**src/rtl/uart_irq_pkg.sv**
```systemverilog
package uart_irq_pkg;
    localparam int IRQ_N  = 9;
    localparam int CNT_W  = 8;
    localparam int THR_W  = 7;
    localparam int DATA_W = 16;
    localparam int ADDR_W = 3;

    // interrupt bit positions (software decodes these)
    localparam int B_RXLVL  = 0;
    localparam int B_TXLOW  = 1;
    localparam int B_PARITY = 2;
    localparam int B_FRAME  = 3;
    localparam int B_OVF    = 4;
    localparam int B_DSR    = 5;
    localparam int B_CTS    = 6;
    localparam int B_BRK    = 7;
    localparam int B_IDLE   = 8;

    localparam logic [ADDR_W-1:0] A_RAW  = 3'd0;
    localparam logic [ADDR_W-1:0] A_STAT = 3'd1;
    localparam logic [ADDR_W-1:0] A_ENA  = 3'd2;
    localparam logic [ADDR_W-1:0] A_CLR  = 3'd3;
    localparam logic [ADDR_W-1:0] A_LVL  = 3'd4;
    localparam logic [ADDR_W-1:0] A_IDLE = 3'd5;

    localparam int TXW_LSB  = 8;   // transmit watermark field offset
    localparam int IDLE_EN  = 7;   // idle time-out enable bit

    localparam logic [THR_W-1:0] WM_RST = 7'h60;

    typedef struct packed {
        logic [IRQ_N-1:0] raw;
        logic [IRQ_N-1:0] ena;
        logic [THR_W-1:0] rx_wm;
        logic [THR_W-1:0] tx_wm;
        logic             idle_en;
        logic [THR_W-1:0] idle_thr;
    } ctrl_t;
endpackage

```
**src/rtl/uirq_level_cmp.sv**
```systemverilog
module uirq_level_cmp #(
    parameter int CNT_W    = 8,
    parameter int THR_W    = 7,
    parameter bit AT_LEAST = 1'b1
) (
    input  logic [CNT_W-1:0] count_i,
    input  logic [THR_W-1:0] thr_i,
    output logic             hit_o
);
    localparam logic [CNT_W-1:0] PAD = '0;
    logic [CNT_W-1:0] thr_ext;

    always_comb begin
        thr_ext = PAD;
        thr_ext[THR_W-1:0] = thr_i;
    end

    generate
        if (AT_LEAST) begin : g_ge
            assign hit_o = (count_i >= thr_ext);
        end else begin : g_lt
            assign hit_o = (count_i < thr_ext);
        end
    endgenerate
endmodule

```
**src/rtl/uirq_idle_timer.sv**
```systemverilog
module uirq_idle_timer #(
    parameter int THR_W = 7
) (
    input  logic             clk,
    input  logic             rst_n,
    input  logic             en_i,
    input  logic             empty_i,
    input  logic             byte_i,
    input  logic             tick_i,
    input  logic [THR_W-1:0] thr_i,
    output logic             fire_o
);
    localparam logic [THR_W-1:0] ONE = THR_W'(1);

    logic [THR_W-1:0] cnt_d, cnt_q;
    logic             live;

    always_comb begin
        live   = en_i && !empty_i && !byte_i;
        cnt_d  = cnt_q;
        fire_o = 1'b0;
        if (!live) begin
            cnt_d = '0;
        end else if (tick_i && (cnt_q != thr_i)) begin
            cnt_d  = cnt_q + ONE;
            fire_o = (cnt_q == thr_i - ONE);
        end
    end

    always_ff @(posedge clk or negedge rst_n) begin
        if (!rst_n) cnt_q <= '0;
        else        cnt_q <= cnt_d;
    end
endmodule

```
**src/rtl/uirq_line_sync.sv**
```systemverilog
module uirq_line_sync #(
    parameter int LINES  = 2,
    parameter int STAGES = 2
) (
    input  logic             clk,
    input  logic             rst_n,
    input  logic [LINES-1:0] lines_i,
    output logic [LINES-1:0] edge_o
);
    // STAGES synchronizer flops plus one history stage
    logic [STAGES:0][LINES-1:0] pipe_d, pipe_q;

    always_comb begin
        pipe_d = {pipe_q[STAGES-1:0], lines_i};
        edge_o = pipe_q[STAGES] ^ pipe_q[STAGES-1];
    end

    always_ff @(posedge clk or negedge rst_n) begin
        if (!rst_n) pipe_q <= '0;
        else        pipe_q <= pipe_d;
    end
endmodule

```
**src/rtl/uart_irq_ctrl.sv**
```systemverilog
module uart_irq_ctrl
    import uart_irq_pkg::*;
(
    input  logic              clk,
    input  logic              rst_n,
    input  logic [CNT_W-1:0]  rx_count,
    input  logic [CNT_W-1:0]  tx_count,
    input  logic              par_err_p,
    input  logic              frm_err_p,
    input  logic              rx_ovf_p,
    input  logic              brk_err_p,
    input  logic              rx_byte_p,
    input  logic              byte_tick,
    input  logic              cts_i,
    input  logic              dsr_i,
    input  logic              reg_wr,
    input  logic [ADDR_W-1:0] reg_addr,
    input  logic [DATA_W-1:0] reg_wdata,
    output logic [DATA_W-1:0] reg_rdata,
    output logic [IRQ_N-1:0]  irq_raw,
    output logic [IRQ_N-1:0]  irq_status,
    output logic              irq_o
);
    ctrl_t st_d, st_q;

    logic             rx_hit, tx_hit, idle_fire;
    logic [1:0]       line_edge;   // [0] CTS, [1] DSR
    logic [IRQ_N-1:0] evt, clr;
    logic             unused_wbits;

    assign unused_wbits = ^reg_wdata;

    uirq_level_cmp #(.CNT_W(CNT_W), .THR_W(THR_W), .AT_LEAST(1'b1)) u_rx_cmp (
        .count_i(rx_count), .thr_i(st_q.rx_wm), .hit_o(rx_hit)
    );

    uirq_level_cmp #(.CNT_W(CNT_W), .THR_W(THR_W), .AT_LEAST(1'b0)) u_tx_cmp (
        .count_i(tx_count), .thr_i(st_q.tx_wm), .hit_o(tx_hit)
    );

    uirq_idle_timer #(.THR_W(THR_W)) u_idle (
        .clk(clk), .rst_n(rst_n), .en_i(st_q.idle_en),
        .empty_i(rx_count == '0), .byte_i(rx_byte_p), .tick_i(byte_tick),
        .thr_i(st_q.idle_thr), .fire_o(idle_fire)
    );

    uirq_line_sync #(.LINES(2), .STAGES(2)) u_lines (
        .clk(clk), .rst_n(rst_n), .lines_i({dsr_i, cts_i}), .edge_o(line_edge)
    );

    always_comb begin
        evt           = '0;
        evt[B_RXLVL]  = rx_hit;
        evt[B_TXLOW]  = tx_hit;
        evt[B_PARITY] = par_err_p;
        evt[B_FRAME]  = frm_err_p;
        evt[B_OVF]    = rx_ovf_p;
        evt[B_DSR]    = line_edge[1];
        evt[B_CTS]    = line_edge[0];
        evt[B_BRK]    = brk_err_p;
        evt[B_IDLE]   = idle_fire;

        st_d = st_q;
        clr  = '0;
        if (reg_wr) begin
            case (reg_addr)
                A_ENA:  st_d.ena = reg_wdata[IRQ_N-1:0];
                A_CLR:  clr = reg_wdata[IRQ_N-1:0];
                A_LVL: begin
                    st_d.rx_wm = reg_wdata[THR_W-1:0];
                    st_d.tx_wm = reg_wdata[TXW_LSB +: THR_W];
                end
                A_IDLE: begin
                    st_d.idle_en  = reg_wdata[IDLE_EN];
                    st_d.idle_thr = reg_wdata[THR_W-1:0];
                end
                default: ;
            endcase
        end
        // a new event overrides a simultaneous clear
        st_d.raw = (st_q.raw & ~clr) | evt;
    end

    always_ff @(posedge clk or negedge rst_n) begin
        if (!rst_n) begin
            st_q <= '{raw: '0, ena: '0, rx_wm: WM_RST, tx_wm: WM_RST,
                      idle_en: 1'b0, idle_thr: '0};
        end else begin
            st_q <= st_d;
        end
    end

    always_comb begin
        irq_raw    = st_q.raw;
        irq_status = st_q.raw & st_q.ena;
        irq_o      = |irq_status;
        reg_rdata  = '0;
        case (reg_addr)
            A_RAW:  reg_rdata[IRQ_N-1:0] = irq_raw;
            A_STAT: reg_rdata[IRQ_N-1:0] = irq_status;
            A_ENA:  reg_rdata[IRQ_N-1:0] = st_q.ena;
            A_LVL: begin
                reg_rdata[THR_W-1:0]         = st_q.rx_wm;
                reg_rdata[TXW_LSB +: THR_W]  = st_q.tx_wm;
            end
            A_IDLE: begin
                reg_rdata[THR_W-1:0] = st_q.idle_thr;
                reg_rdata[IDLE_EN]   = st_q.idle_en;
            end
            default: ;
        endcase
    end
endmodule

```
**config.mk**
```make
export PLATFORM = sky130hd
export DESIGN_NAME = uart_irq_ctrl
export DESIGN_NICKNAME = d
export VERILOG_FILES = /design/src/rtl/uart_irq_pkg.sv /design/src/rtl/uirq_level_cmp.sv /design/src/rtl/uirq_idle_timer.sv /design/src/rtl/uirq_line_sync.sv /design/src/rtl/uart_irq_ctrl.sv
export SDC_FILE = /design/constraint.sdc
export NUM_CORES = 1
export LEC_CHECK = 0
export CAP_MARGIN = 40
export CELL_PAD_IN_SITES_DETAIL_PLACEMENT = 1
export CELL_PAD_IN_SITES_GLOBAL_PLACEMENT = 2
export CORE_MARGIN = 1
export CORE_UTILIZATION = 32
export CTS_CLUSTER_DIAMETER = 120
export DETAILED_ROUTE_END_ITERATION = 10
export PLACE_DENSITY = 0.91
export SLEW_MARGIN = 30
export SYNTH_ARGS = -nofsm -noshare
export SYNTH_HDL_FRONTEND = slang
export SYNTH_SLANG_ARGS = --single-unit
```
**constraint.sdc**
```tcl
create_clock -name clk -period 4.4 [get_ports clk]
set_clock_uncertainty 0.2 [all_clocks]
set_input_delay 0.44 -clock clk [delete_from_list [all_inputs] [get_ports clk]]
set_output_delay 0.44 -clock clk [all_outputs]
set_load 0.05 [all_outputs]
```
* Word-level counts from Yosys, hierarchy flattened
Cells that the tools add are included.
** Storage, ports and cells
- Register bits after elaboration :: 53
- Input port bits :: 46
- Word-level logic and storage cells :: 48
** Cells by class
- Add/subtract/negate cells :: 2
- $lt $le $gt $ge :: 2
- Equal/unequal tests :: 8
- Muxes and demuxes :: 10
- Bitwise gates (word level) :: 5
- Reduce and logical (&&, ||, !) cells :: 11
** Operators by type and width (count)
- $pmux 7 s5 :: 1
- $and 9x9->9 :: 2
- $mux 9 :: 2
- $mux 7 :: 2
- $not 9->9 :: 1
- $or 9x9->9 :: 1
- $reduce_or 9->1 :: 1
- $ge 8x7->1 :: 1
- $logic_not 8->1 :: 1
- $lt 8x7->1 :: 1
- $pmux 1 s4 :: 2
- $add 7x1->7 const B :: 1
- $eq 7x7->1 :: 1
- $ne 7x7->1 :: 1
- $sub 7x1->7 const B :: 1
- $eq 3x2->1 const B :: 2
- $eq 3x3->1 const B :: 2
- $mux 6 :: 1
- $reduce_and 2->1 :: 3
- $eq 3x1->1 const B :: 1
- $logic_and 1x1->1 :: 3
- $logic_not 3->1 :: 1
- $logic_not 1->1 :: 2
- $mux 1 :: 2
- 2 further kinds :: 2

* Depth between registers and ports, before layout
- Word-level depth :: 6
- Mapped depth :: 7

* Modules after synthesis
A second synthesis with hierarchy kept.
** Unflattened totals
- Cells, all modules :: 309
- Area total of the unflattened synthesis :: 3225.6 µm²
** By module, submodules not included
- uart_irq_ctrl :: instances 1, cells an instance 184, area an instance 2120.8 µm², seq. area each 1006.0 µm²
- uirq_idle_timer :: instances 1, cells an instance 72, area an instance 606.8 µm², seq. area each 175.2 µm²
- uirq_level_cmp (u_rx_cmp) :: instances 1, cells an instance 23, area an instance 170.2 µm², seq. area each 0.0 µm²
- uirq_line_sync :: instances 1, cells an instance 8, area an instance 167.7 µm², seq. area each 150.1 µm²
- uirq_level_cmp (u_tx_cmp) :: instances 1, cells an instance 22, area an instance 160.2 µm², seq. area each 0.0 µm²

* Worst setup path after synthesis
Ideal clock, no wire load.
- Path kind :: input to output
- Start point :: input reg_addr[0]
- End point :: output reg_rdata[11]
- Arrival :: 2.396 ns
- Required time :: 3.760 ns
- Slack :: 1.364 ns
- Cell stages on the path :: 3
- Path through :: clkbuf_1 > clkbuf_1 > nor4_1
** Between the ends
- Longest elaborated chain between the ends :: 2
** RTL lines
- from (decl) :: line uart_irq_ctrl.sv:17 : input logic [ADDR_W-1:0] reg_addr,
- $eq 3x3->1 :: line uart_irq_ctrl.sv:98 : case (reg_addr)
- $mux 6 :: line uart_irq_ctrl.sv:98
- to (decl) :: line uart_irq_ctrl.sv:19 : output logic [DATA_W-1:0] reg_rdata,
No other way between the ends.

* Worst setup path after layout
- Start point :: input reg_addr[2]
- End point :: output reg_rdata[4]
** Between the ends
- Longest elaborated chain between the ends :: 2
- Elaborated cells on any way between the ends :: 6
- Those cells by class :: 4 x eq/ne; 1 x mux; 1 x reduce/logical
** RTL lines (line)
- $eq 3x3->1, or another cell as far along :: uart_irq_ctrl.sv:98
- $pmux 7 s5 (*) :: uart_irq_ctrl.sv:98
Every way passes the cells marked *; elsewhere a longest branch is shown, timed or not.

==> results.sh <==
export IMPL_ioPinCount=81
export IMPL_fillCellCount=1063
export IMPL_syn_area_um2=3090
export IMPL_ctsResizeCount=0
export IMPL_max_cap_viol_count=0
export IMPL_synth_edf_count=0
export IMPL_leakage_nw=1.63
export IMPL_period_needed_ns=3.49
export IMPL_syn_area_per_cell_um2=9.90
export IMPL_synth_fa_ha_area_share_pct=6.08
export IMPL_synth_area_leaders="dfrtp_1 (40%), mux2_2 (6.9%), ha_1 (6.1%)"
export IMPL_ys_seq_elements=53
export IMPL_startpoint_type="input pin"
export IMPL_fin_setup_tns_ns=0
export IMPL_ctsRootBufferMaster="clkbuf_8"
export IMPL_power_density_nw_per_um2=368
export IMPL_wire_per_inst_um=17.1
export IMPL_final_antenna_net_count=0
export IMPL_path_clk_slew_ns=0.10
export IMPL_synth_main_ff_cell="dfrtp_1"
export IMPL_synth_compound_area_share_pct=13.9
export IMPL_cts_tree="built"
export IMPL_port_buffers=78
export IMPL_cts_hold_buf=0
export IMPL_path_common_cell="clkdlybuf4s50_1"
export IMPL_placed_area_um2=3930
export IMPL_die_area_um2=10100
export IMPL_hold_viol_final=0
export IMPL_use_met3_pct=2.99
export IMPL_cp_cell_sequence="clkdlybuf4s50_1 > clkinv_1 > nor2_1 > a22oi_1 > o22ai_1 > clkdlybuf4s50_1"
export IMPL_yosys_warnings=0
export IMPL_required_ns=3.76
export IMPL_cts_buffers_inserted=5
export IMPL_path_buf_inv=3
export IMPL_fin_crit_sh_pct=79.4
export IMPL_synth_cells=312
export IMPL_slew_violations=0
export IMPL_r2r_setup_slack_ns=2.38
export IMPL_synth_cell_types=47
export IMPL_critPathArrivalTime_ns=2.85
export IMPL_ir_worst_vdd_uv=126
export IMPL_n_antenna_cell=0
export IMPL_power_mw=1.48
export IMPL_top_usage_layer="met2"
export IMPL_cpPeakStageDelay_ns=0.85
export IMPL_synth_xor_area_share_pct=5.67
export IMPL_worstHoldPathType="in2async"
export IMPL_post_route_cell_area_um2=4030
export IMPL_rows=35
export IMPL_post_cts_buffers=0
export IMPL_grt_max_degree=54
export IMPL_whs_ns=0.0542
export IMPL_outcome="finished, final reports clean"
export IMPL_numClockSinks=53
export IMPL_via_per_inst=5.14
export IMPL_yosys_area_top_type="dfrtp_1"
export IMPL_r2r_end="irq_raw[8]"
export IMPL_muxShareOfSynthArea_pct=8.22
export IMPL_grt_pass1_wl_mm=14.1
export IMPL_fmax_mhz=286
export IMPL_post_dp_hpwl_mm=6.52
export IMPL_drc=0
export IMPL_layout_drive_gt1_share_pct=11.1
export IMPL_synth_top_cell_area_share_pct=39.7
export IMPL_grtUsageTotal_pct=18.0
export IMPL_worstMarginPinSlew_ns=0.744
export IMPL_clk_path_buf_depth=2
export IMPL_crit_slowest_cell="clkdlybuf4s50_1"
export IMPL_cp_max_fo=7
export IMPL_antenna_found_initial=0
export IMPL_synth_async_sr_flop_share_pct=100
export IMPL_finalSetupViolCount=0
export IMPL_finalNetCount=440
export IMPL_yosys_area_share_simple_pct=16.3
export IMPL_drtPass1Iterations=4
export IMPL_initial_core_util_pct=33.3
export IMPL_cp_end_kind="output pin"
export IMPL_grtUsageMet2_pct=31.3
export IMPL_grtUsageMet1_pct=22.8
export IMPL_ys_seq_area_share_pct=43.1
export IMPL_slew_headroom_pct=50.3
export IMPL_area_growth_pct=30.4
export IMPL_r2r_start="st_q[0]"
export IMPL_critical_path_class="in2out"
export IMPL_drt_iter0_drc=104
export IMPL_crit_family="buffers and inverters"
export IMPL_insertion_delay_ns=0.31
export IMPL_drt_total_wl_mm=8.71
export IMPL_coreArea_um2=9280
export IMPL_grt_pass1_vias=2749
export IMPL_rsz0062_at_grt="no"
export IMPL_reg2regPathDepth=7
export IMPL_globalRoute_totalOverflow=0
export IMPL_die_h_um=100
export IMPL_die_w_um=100
export IMPL_place_gp_congestion=0.833
export IMPL_vias=2614
export IMPL_cts_max_level=2
export IMPL_synth_fp_nets=373
export IMPL_synth_top_family_by_area="simple AND/OR/NAND/NOR gates"
worst max-delay path by stage:
stage / depth (start not counted) / to / slack (ns) / start
2_1_floorplan: 3 / reg_rdata[11] / 1.36 / reg_addr[0]
3_3_place_gp: 5 / reg_rdata[2] / 1.02 / reg_addr[1]
3_5_place_dp: 5 / reg_rdata[4] / 0.95 / reg_addr[1]
4_1_cts: 5 / reg_rdata[4] / 0.93 / reg_addr[1]
5_1_grt: 5 / reg_rdata[4] / 0.87 / reg_addr[1]
6_report: 6 / reg_rdata[4] / 0.91 / reg_addr[2]
area by class of cell:
cell class / count / area, um^2 / area share, %
clock buffers: 6 / 82.6 / 2.05
clock inverters: 2 / 13.8 / 0.342
inverters: 19 / 71.3 / 1.77
multi-input cells: 217 / 1550 / 38.6
flip-flops and latches: 53 / 1330 / 33.1
well taps: 129 / 161 / 4.01
repair buffers: 83 / 813 / 20.2
cell usage in the layout (no fill, tap or decap), types with 6 or more instances in the layout:
cell	n
a22oi_1	7
nand2_1	33
nand2b_1	11
a32oi_1	7
nor4_1	10
o22ai_1	9
clkdlybuf4s50_1	77
clkbuf_8	6
o21ai_0	14
xor2_1	8
xnor2_1	12
dfrtp_1	49
ha_1	15
inv_1	18
mux2_2	19
nor2_1	11
a21o_1	6
and2_1	9
flip-flops by register name, indices dropped and copies added (netlist names):
signal	cells
irq_raw	9
st_q	31
u_idle.cnt_q	7
u_lines.pipe_d	4
u_lines.pipe_q	2
per-stage QoR:
stage	std cells	util (%)	worst slack, ns
floorplan	312	-	1.36
global placement	501	42.3	1.02
detailed placement	501	42.3	0.949
CTS	509	43.4	0.929
global route	509	43.4	0.866
finish	509	43.4	0.906
metal layers:
metal | part of all wire (%) | vias up
met3 | 3.8 | 12
met4 | 2.0 | 0
li1 | - | 1229
met2 | 49 | 67
met5 | 0 | -
met1 | 45 | 1306
power breakdown:
group	internal [mW]	switching, mW	leakage [nW]	total, mW
Combinational	0.235	0.326	0.957	0.561
Clock	0.128	0.166	0.0512	0.294
Sequential	0.561	0.0657	0.620	0.627
Total	0.924	0.558	1.63	1.48
Yosys cell counts (3+ instances only):
library cell and instances:
xor2_1 8, o21ai_0 14, a21oi_1 4, nor2b_1 4, mux2i_1 4, nand2_1 33, xnor2_1 12, and2_1 9
and3_1 4, inv_1 18, nor4_1 10, o211ai_1 4, buf_4 10, nand2b_1 11, nor3_1 3, a21o_1 6
buf_2 5, dfstp_2 4, a22o_1 3, clkbuf_1 5, ha_1 15, mux2_2 19, dfrtp_1 49, nor2_1 11
a22oi_1 7, o22ai_1 9, a32oi_1 7
cells by family after synthesis:
family,count (synthesis)
other cells,1
fa+ha+maj,15
mux,23
buf+inv,42
simple gates,96
xor+xnor,20
flops,53
compound gates,62
Note: power is estimated with default switching activity, not from simulation.
